$ cat src/rtl/startup_pkg.sv
package startup_pkg;

  typedef enum logic [2:0] {
    ST_POWERUP = 3'd0,
    ST_INIT    = 3'd1,
    ST_CONFIG  = 3'd2,
    ST_STARTUP = 3'd3,
    ST_USER    = 3'd4
  } seqState_t;

  typedef struct packed {
    logic latchMode;
    logic userMode;
  } seqStrobe_t;

  localparam logic [1:0] TERM_PULLDOWN = 2'b00;
  localparam logic [1:0] TERM_PULLUP   = 2'b01;
  localparam logic [1:0] TERM_FLOAT    = 2'b10;

endpackage

$ cat src/rtl/startup_ctrl.sv
module startup_ctrl
  import startup_pkg::*;
(
  input  logic       clk,
  input  logic       pwrGood,
  input  logic       memInitDone,
  input  logic       loadDone,
  output seqState_t  state,
  output seqStrobe_t strobe,
  output logic       gsrOut,
  output logic       gtsOut
);

  seqState_t nextState;

  always_ff @(posedge clk or negedge pwrGood) begin
    if (!pwrGood) state <= ST_POWERUP;
    else          state <= nextState;
  end

  always_comb begin
    nextState = state;
    unique case (state)
      ST_POWERUP: nextState = ST_INIT;
      ST_INIT:    if (memInitDone) nextState = ST_CONFIG;
      ST_CONFIG:  if (loadDone)    nextState = ST_STARTUP;
      ST_STARTUP: nextState = ST_USER;
      ST_USER:    nextState = ST_USER;
      default:    nextState = ST_POWERUP;
    endcase
  end

  always_comb begin
    strobe.latchMode = (state == ST_INIT) && memInitDone;
    strobe.userMode  = (state == ST_USER);
  end

  // Set/reset is held through configuration, three-state until user mode.
  assign gsrOut = (state == ST_POWERUP) || (state == ST_INIT) || (state == ST_CONFIG);
  assign gtsOut = (state != ST_USER);

endmodule

$ cat src/rtl/startup_dp.sv
module startup_dp
  import startup_pkg::*;
#(
  parameter int NPINS    = 8,
  parameter int MODE_W   = 3,
  parameter int WE_DELAY = 1
)(
  input  logic              clk,
  input  logic              pwrGood,
  input  seqStrobe_t        strobe,
  input  logic [MODE_W-1:0] modeSel,
  input  logic              strapLevel,
  input  logic              strapDriven,
  input  logic [NPINS-1:0]  userPull,
  input  logic [NPINS-1:0]  unusedMask,
  input  logic [1:0]        termSel,
  output logic              initDoneFlag,
  output logic [MODE_W-1:0] modeLatched,
  output logic              writeHold,
  output logic [NPINS-1:0]  weakPullUp,
  output logic [NPINS-1:0]  weakPullDown
);

  localparam int CNT_W = (WE_DELAY < 1) ? 1 : $clog2(WE_DELAY + 1);
  localparam logic [CNT_W-1:0] DELAY_LOAD = CNT_W'(WE_DELAY);

  logic [CNT_W-1:0] holdCnt;
  logic             strapPullEn;

  // Mode capture and init-done flag.
  always_ff @(posedge clk or negedge pwrGood) begin
    if (!pwrGood) begin
      modeLatched  <= '0;
      initDoneFlag <= 1'b0;
    end else if (strobe.latchMode) begin
      modeLatched  <= modeSel;
      initDoneFlag <= 1'b1;
    end
  end

  // Write-hold countdown, armed until user mode begins.
  always_ff @(posedge clk or negedge pwrGood) begin
    if (!pwrGood)              holdCnt <= DELAY_LOAD;
    else if (!strobe.userMode) holdCnt <= DELAY_LOAD;
    else if (holdCnt != '0)    holdCnt <= holdCnt - 1'b1;
  end

  assign writeHold = !strobe.userMode || (holdCnt != '0);

  // An undriven strap reads high, which disables the pull-ups.
  assign strapPullEn = strapDriven && !strapLevel;

  for (genvar p = 0; p < NPINS; p++) begin : g_pin
    logic pinUp, pinDn;
    always_comb begin
      pinUp = 1'b0;
      pinDn = 1'b0;
      if (!strobe.userMode) begin
        pinUp = strapPullEn;
      end else if (unusedMask[p]) begin
        unique case (termSel)
          TERM_PULLUP: pinUp = 1'b1;
          TERM_FLOAT:  pinUp = 1'b0;
          default:     pinDn = 1'b1;
        endcase
      end else begin
        pinUp = userPull[p];
      end
    end
    assign weakPullUp[p]   = pinUp;
    assign weakPullDown[p] = pinDn;
  end

endmodule

$ cat src/rtl/cfg_startup_seq.sv
module cfg_startup_seq
  import startup_pkg::*;
#(
  parameter int NPINS    = 8,
  parameter int MODE_W   = 3,
  parameter int WE_DELAY = 1
)(
  input  logic              clk,
  input  logic              pwrGood,
  input  logic              memInitDone,
  input  logic              loadDone,
  input  logic [MODE_W-1:0] modeSel,
  input  logic              strapLevel,
  input  logic              strapDriven,
  input  logic [NPINS-1:0]  userPull,
  input  logic [NPINS-1:0]  unusedMask,
  input  logic [1:0]        termSel,
  output logic [2:0]        seqState,
  output logic              globalSetReset,
  output logic              globalTristate,
  output logic              writeHold,
  output logic              initDoneFlag,
  output logic [MODE_W-1:0] modeLatched,
  output logic [NPINS-1:0]  weakPullUp,
  output logic [NPINS-1:0]  weakPullDown
);

  seqState_t  state;
  seqStrobe_t strobe;

  startup_ctrl ctrl_i (
    .clk         (clk),
    .pwrGood     (pwrGood),
    .memInitDone (memInitDone),
    .loadDone    (loadDone),
    .state       (state),
    .strobe      (strobe),
    .gsrOut      (globalSetReset),
    .gtsOut      (globalTristate)
  );

  startup_dp #(
    .NPINS    (NPINS),
    .MODE_W   (MODE_W),
    .WE_DELAY (WE_DELAY)
  ) dp_i (
    .clk          (clk),
    .pwrGood      (pwrGood),
    .strobe       (strobe),
    .modeSel      (modeSel),
    .strapLevel   (strapLevel),
    .strapDriven  (strapDriven),
    .userPull     (userPull),
    .unusedMask   (unusedMask),
    .termSel      (termSel),
    .initDoneFlag (initDoneFlag),
    .modeLatched  (modeLatched),
    .writeHold    (writeHold),
    .weakPullUp   (weakPullUp),
    .weakPullDown (weakPullDown)
  );

  assign seqState = state;

endmodule

$ cat config.mk
export PLATFORM = sky130hd
export DESIGN_NAME = cfg_startup_seq
export DESIGN_NICKNAME = d
export VERILOG_FILES = /design/src/rtl/startup_pkg.sv /design/src/rtl/startup_ctrl.sv /design/src/rtl/startup_dp.sv /design/src/rtl/cfg_startup_seq.sv
export SDC_FILE = /design/constraint.sdc
export NUM_CORES = 1
export LEC_CHECK = 0
export BUFFER_PORTS_ARGS = -buffer_cell sky130_fd_sc_hd__buf_2
export CAP_MARGIN = 10
export CORE_MARGIN = 1.5
export CORE_UTILIZATION = 40
export DETAILED_ROUTE_END_ITERATION = 16
export PLACE_DENSITY = 0.9
export SLEW_MARGIN = 5
export SYNTH_ARGS = -nofsm -noshare
export SYNTH_HDL_FRONTEND = slang
export SYNTH_HIERARCHICAL = 1
export SYNTH_SLANG_ARGS = --single-unit
$ cat constraint.sdc
create_clock -name clk -period 1.85 [get_ports clk]
set_input_delay 0.0925 -clock clk [delete_from_list [all_inputs] [get_ports clk]]
set_output_delay 0.0925 -clock clk [all_outputs]
set_load 0.03 [all_outputs]
* After elaboration in Yosys (flattened, before gate mapping) *
Index checks and enable logic that the tools add are counted.

word-level totals
  register bits after elaboration = 8
  latch bits = 0
  memory bits (writable) = 0
  ROM bits = 0
  input port bits = 27
  output and inout port bits = 26
  logic and storage cells = 64
  memories = 0

operators by class
  $add $sub $neg = 1
  multiply operators = 0
  divide/modulo/power cells = 0
  magnitude comparators = 0
  equal/unequal tests = 9
  shift operators = 0
  multiplexer cells = 39
  bitwise gates (word level) = 0
  reductions and logical operators = 11

operator list
  cell                                                 number
  2-to-1 mux 1 bit                                     36
  case mux 3 bit (4 select lines)                      1
  equality test 3 x 2 -> 1 bit, second input constant  2
  2-to-1 mux 3 bit                                     2
  inequality test 2 bit, second input constant         2
  OR reduction 2 bit                                   2
  equality test 3 x 1 -> 1 bit, second input constant  1
  equality test 3 bit, second input constant           1
  zero test 3 bit                                      1
  logical OR 1 bit                                     3
  inequality test 3 bit, second input constant         1
  equality test 2 x 1 -> 1 bit, second input constant  1
  equality test 2 bit, second input constant           1
  logical AND 1 bit                                    2
  zero test 1 bit                                      2
  AND reduction 2 bit                                  1
  subtractor 1 bit, second input constant              1

* Logic depth before layout (Yosys ltp) *
Gate-level depths: netlist (run 1).

  word-level depth = 5
  depth in mapped cells = 6
  depth with buffers taken out = 4

* Modules after synthesis *
The synthesis (run 1) kept the hierarchy.

by module, submodules not included
  module        instances  cells each  area an instance (µm²)  seq. area each (µm²)
  startup_dp    1          58          580.6                   126.4
  startup_ctrl  1          15          151.4                   75.1

* Worst setup path after synthesis (run 1) *
OpenSTA, ideal clock, no wires.

  path kind = register to output
  from = register ctrl_i.state[2]
  to = output weakPullUp[0]
  data arrival time = 1.479 ns
  required time = 1.757 ns
  slack = 0.278 ns
  cell stages (with the launch flop) = 6
  path buffers = 3
  cell sequence = dfrtp_1 nor3b_2 buf_6 buf_12 mux2i_1 buf_4

RTL lines
  what                      RTL line               RTL
  start: declaration        startup_ctrl.sv:8      output seqState_t state,
  start signal: assignment  startup_ctrl.sv:18     else state <= nextState;
  end: declaration          cfg_startup_seq.sv:24  output logic [NPINS-1:0] weakPullUp,

==> results of run 1 <==
## registers in the layout (all words and copies together) (netlist names)
name / cells
dp_i/holdCnt: 1
dp_i/initDoneFlag: 1
dp_i/modeLatched: 3
ctrl_i/state: 3
## cell type report
type	count	area, sq um	share of cell area
timing repair buffer	54	278	0.306
sequential	8	203	0.223
tap	25	31.3	0.0344
inverter	3	11.3	0.0124
multi-input combinational	42	359	0.395
clock buffer	4	26.3	0.0289
## path summary, 6_finish.rpt
kind / endpoint / slack (ns) / cells past startpoint
setup / recovery: weakPullUp[6] / 0.14 / 4
hold / removal: ctrl_i/state[0]$_DFFE_PN0P_ / 0.07 / 2
setup reg to reg: dp_i/modeLatched[1]$_DFFE_PN0P_ / 0.37 / 3
hold reg to reg: dp_i/initDoneFlag$_DFFE_PN0P_ / 0.48 / 1
max in group asynchronous: dp_i/holdCnt$_DFF_PN1_ / 1.40 / 2
min in group asynchronous: ctrl_i/state[0]$_DFFE_PN0P_ / 0.21 / 2
## power breakdown
part / leakage [uW] / internal (uW) / switching, uW
clock: 0.0000150 / 82.7 / 62.6
sequential: 0.0000906 / 246 / 68.6
combinational: 0.000396 / 212 / 359
total: 0.000502 / 541 / 490
## kinds of logic (layout without fill, tap and decap cells)
group | count (synthesis) | after routing | synth area share
AOI/OAI and AO/OA | 3 | 3 | 0.0291
adders and majority gates | 1 | 1 | 0.0171
buffers and inverters | 23 | 61 | 0.234
DFF | 8 | 8 | 0.275
muxes | 19 | 19 | 0.265
and+or+nand+nor | 19 | 19 | 0.179
## cell usage in the layout, fill, tap and decap left out
cell,n
dfstp_2,1
nand2b_1,2
o31ai_1,1
mux2_2,3
buf_2,52
buf_4,1
nor3_1,1
and3_2,8
ha_1,1
dlygate4sd3_1,1
nand3b_1,1
nand2_1,1
a21oi_1,1
or2b_1,1
inv_1,3
dfrtp_1,6
or2_2,1
nor3b_2,1
a22o_1,1
or3b_1,1
nor2_1,2
mux2i_1,16
clkbuf_1,1
clkbuf_4,3
dfrtp_2,1
## metrics by stage
| step | power, uW | hold WS, ns | setup slack, ns |
|---|---|---|---|
| 2_1_floorplan | 783 | -0.203 | 0.278 |
| 3_3_place_gp | 875 | -0.0636 | 0.455 |
| 3_5_place_dp | 891 | -0.0562 | 0.361 |
| 4_1_cts | 1040 | 0.0619 | 0.0879 |
| 5_1_grt | 1100 | 0.0631 | 0.0204 |
| 6_report | 1030 | 0.0700 | 0.143 |
## routing by layer
| layer | vias to the layer above | global-route usage |
|---|---|---|
| li1 | 311 | - |
| met1 | 261 | 0.155 |
| met2 | 42 | 0.237 |
| met3 | 0 | 0.0357 |
| met4 | 0 | 0.0514 |
| met5 | - | 0 |
## what timing repair did
action / 4_1_cts / 5_1_grt
hold buffers: 1 / 0
hold endpoints to repair: 8 / 0
endpoints found under the setup margin: 0 / 2
resized for setup: 0 / 1
==> metrics.yaml, run 1 <==
place_congestion: 0.677
gr-total-overflow: 0
worstMarginPinSlew_ns: 0.471
min_from: "loadDone"
cts.sinks: 8
synth_area_per_cell_sq_um: 10.0
coreArea_sq_mm: 0.00173
h-tree-depth: 1
die_w_um: 45.8
dp_cells: 131
critical-path-top-delay-family: "buffers and inverters"
cp_max_fo: 20
cts.root.buffer_cell: "clkbuf_4"
p_leak_uw: 0.000502
cap_violations: 0
die_area_sq_mm: 0.00210
synth.area.top_cells: "dfrtp_1, mux2i_1, buf_4"
final_cell_count_no_fill: 136
synthTopCellsByCount: "buf_4, mux2i_1, and3_2"
hp-class: "in2reg"
final_util: 0.526
startpoint_type: "flip-flop"
yosysWarningCount: 6
dieHeight_um: 45.8
grt_max_degree: 21
drtIter0Drc: 1
postCtsSetupBuffers: 0
first_global_vias: 516
irDropWorstVdd_uv: 641
fin_area_sq_um: 908
wl_per_cell_um: 10.1
cts_inserted_buffers: 3
grtUsageTotal: 0.135
power.density_mw_per_mm2: 1140
nets: 140
synth_top_area_cell: "dfrtp_1"
critPathArrivalTime_ns: 1.61
critPathLaunch: "ctrl_i/state[1]$_DFFE_PN0P_"
boundaryPins: 53
slowest_stage: "dfrtp_1"
path_buf_inv: 2
criticalPathCategory: "reg2out"
worstPathCellList: "nor3b_2, buf_4, mux2i_1, buf_2"
syn_nets: 101
synth_top_cell_area_share: 0.239
crit_path_end_kind: "output port"
topRoutingLayerUsed: "met3"
rsz0062_at_grt: "false"
rows: 15
maxSlewViolCount: 0
routed_wl_um: 1370
dr.pass1.iters: 3
dp_hpwl_um: 1110
ys_ff_latch: 8
period_share: 0.923
diodes: 0
async_flop_share: 1.00
clockBufferDepth: 2
synthFlopType: "dfrtp_1"
cts_tree: "built"
synth_cell_types: 24
path_clk_slew_ns: 0.06
syn_inst: 73
fin_skew_ns: 0.00864
route.detailed.drc: 0
antenna_found_initial: 0
routed-wl-met2_um: 623
critPathMaxStageDelay_ns: 0.46
synth_area_sq_um: 732
reg2reg_from: "ctrl_i/state[0]$_DFFE_PN0P_"
insertion_delay_ns: 0.26
finalSetupViolCount: 0
critPathRequiredTime_ns: 1.76
area_delta_synth_final_pct: 24.1
met3WireLength_um: 159
synth_seq_area_share: 0.275
vias_per_cell: 4.51
max-slew-margin-rel: 0.683
synth_edf_count: 0
grt_pass1_wl_um: 2060
met1Wirelength_um: 590
period_needed_ns: 1.71
antenna_left: 0
drive_gt1_frac: 0.640
vias: 614
status: "finished, final reports clean"
portBuffers: 52
start_util: 0.424
fill_cells: 171
place_area_sq_um: 871
hold_violations: 0
finalSetupTns_ns: 0
max_freq_mhz: 586
Power figures use the tool's default switching activity.
==> run 2, diff against run 1 <==
- CORE_UTILIZATION: 40 -> 38
- PLACE_DENSITY: 0.9 -> 0.79
- SYNTH_HIERARCHICAL: 1 -> not set
==> metrics.yaml, run 2 <==
vias_per_cell: 4.81
area_delta_synth_final_pct: 30.5
period_needed_ns: 1.68
synth_seq_area_share: 0.307
topRoutingLayerUsed: "met3"
final_common_cell: "buf_2"
routed_wl_um: 1490
rows: 14
dr.pass1.iters: 10
regToRegSetupSlack_ns: 0.43
ys_ff_latch: 8
path_clk_slew_ns: 0.06
startpoint_type: "flip-flop"
start_util: 0.421
hold_violations: 0
critPathRequiredTime_ns: 1.76
portBuffers: 52
cts.root.buffer_cell: "clkbuf_4"
hp-class: "in2reg"
routed-wl-met2_um: 827
path_buf_inv: 2
nets: 141
clockBufferDepth: 2
worstMarginPinSlew_ns: 0.328
failed_checks: "DRC"
irDropWorstVdd_uv: 441
max_freq_mhz: 596
critPathMaxStageDelay_ns: 0.46
synth_area_sq_um: 657
dp_hpwl_um: 1250
wl_per_cell_um: 11.6
finalSetupViolCount: 0
cap_violations: 0
antenna_found_initial: 0
diodes: 0
die_area_sq_mm: 0.00199
dieHeight_um: 44.6
p_leak_uw: 0.000551
grt_max_degree: 12
insertion_delay_ns: 0.25
die_w_um: 44.6
synth_top_cell_area_share: 0.267
drive_gt1_frac: 0.571
fin_skew_ns: 0.00838
antenna_left: 0
cts_tree: "built"
place_congestion: 0.803
synth.area.top_cells: "dfrtp_1, buf_4, mux2i_1"
max-slew-margin-rel: 0.781
critical-path-top-delay-family: "simple AND/OR/NAND/NOR gates"
synth_edf_count: 0
final_util: 0.550
vias: 616
status: "complete, but fails checks"
synth_area_per_cell_sq_um: 9.25
synthFlopType: "dfrtp_1"
crit_path_end_kind: "output port"
async_flop_share: 1.00
layout_common_cells: "buf_2, a21oi_1, mux2i_1, and3_1, dfrtp_1"
post-synth-top-count-cell: "buf_4"
rsz0062_at_grt: "false"
route.detailed.drc: 1
grtUsageTotal: 0.150
h-tree-depth: 1
cp_max_fo: 8
met1Wirelength_um: 582
period_share: 0.907
fill_cells: 148
cts_inserted_buffers: 3
boundaryPins: 53
drtIter0Drc: 12
first_global_vias: 565
met3WireLength_um: 77
criticalPathCategory: "reg2out"
slowest_stage: "dfrtp_1"
gr-total-overflow: 0
yosysWarningCount: 0
worstPathCellList: "nor3b_4, buf_4, or2b_1, buf_2"
finalSetupTns_ns: 0
power.density_mw_per_mm2: 548
cts.sinks: 8
maxSlewViolCount: 0
synth_cell_types: 21
critPathArrivalTime_ns: 1.59
syn_nets: 99
synthTopCellsByCount: "buf_4, a21oi_1, and3_1, mux2i_1, dfrtp_1"
syn_inst: 71
grt_pass1_wl_um: 2220
top_regs: "ctrl_i.state (3), dp_i.modeLatched (3)"
synth_top_area_cell: "dfrtp_1"
coreArea_sq_mm: 0.00156
run 2: logic make-up after synthesis:
family	after synthesis	synth area share
and+or+nand+nor	17	0.173
adders and majority gates	1	0.0190
AOI/OAI and AO/OA	13	0.105
buffers and inverters	21	0.223
muxes	11	0.173
DFF	8	0.307
run 2: per-layer routing:
| metal | global-route usage | vias up |
|---|---|---|
| met1 | 0.180 | 284 |
| met2 | 0.252 | 20 |
| met4 | 0.0667 | 0 |
| met3 | 0.0327 | 0 |
| met5 | 0 | - |
| li1 | - | 312 |
run 2: timing repair:
action | in CTS | in global routing
hold buffers | 1 | 0
setup buffers | 0 | 1
resized for setup | 0 | 1
hold endpoints to repair | 8 | 0
endpoints found under the setup margin | 0 | 9
run 2: final cells by class:
class	instances	area, sq um	area share
flip-flops and latches	8	201	0.235
inverters	3	11.3	0.0131
well taps	16	20.0	0.0234
repair buffers	55	285	0.333
multi-input cells	42	313	0.365
clock buffers	4	26.3	0.0307
run 2: through the flow:
stage	std cells	setup slack [ns]	hold WS (ns)	cell area (sq um)	power [uW]
finish	128	0.172	0.0786	857	470
floorplan	71	0.370	-0.203	657	309
CTS	127	0.0402	0.0689	846	478
detailed placement	122	0.326	-0.0627	810	333
global placement	122	0.371	-0.0653	810	333
global route	128	0.0708	0.0695	857	500
run 2: where the power goes:
part,switching [uW],internal (uW)
registers,0,175
clock network,55.7,82.3
logic,96.1,60.5
run 2: final timing paths:
kind,startpoint,end,cells past startpoint
setup / recovery,ctrl_i.state[1]$_DFFE_PN0P_,writeHold,4
hold / removal,modeSel[1],dp_i.modeLatched[1]$_DFFE_PN0P_,2
setup reg to reg,ctrl_i.state[1]$_DFFE_PN0P_,dp_i.modeLatched[2]$_DFFE_PN0P_,3
hold reg to reg,dp_i.initDoneFlag$_DFFE_PN0P_,dp_i.initDoneFlag$_DFFE_PN0P_,1
max in group asynchronous,pwrGood,dp_i.holdCnt$_DFF_PN1_,2
min in group asynchronous,pwrGood,dp_i.initDoneFlag$_DFFE_PN0P_,2
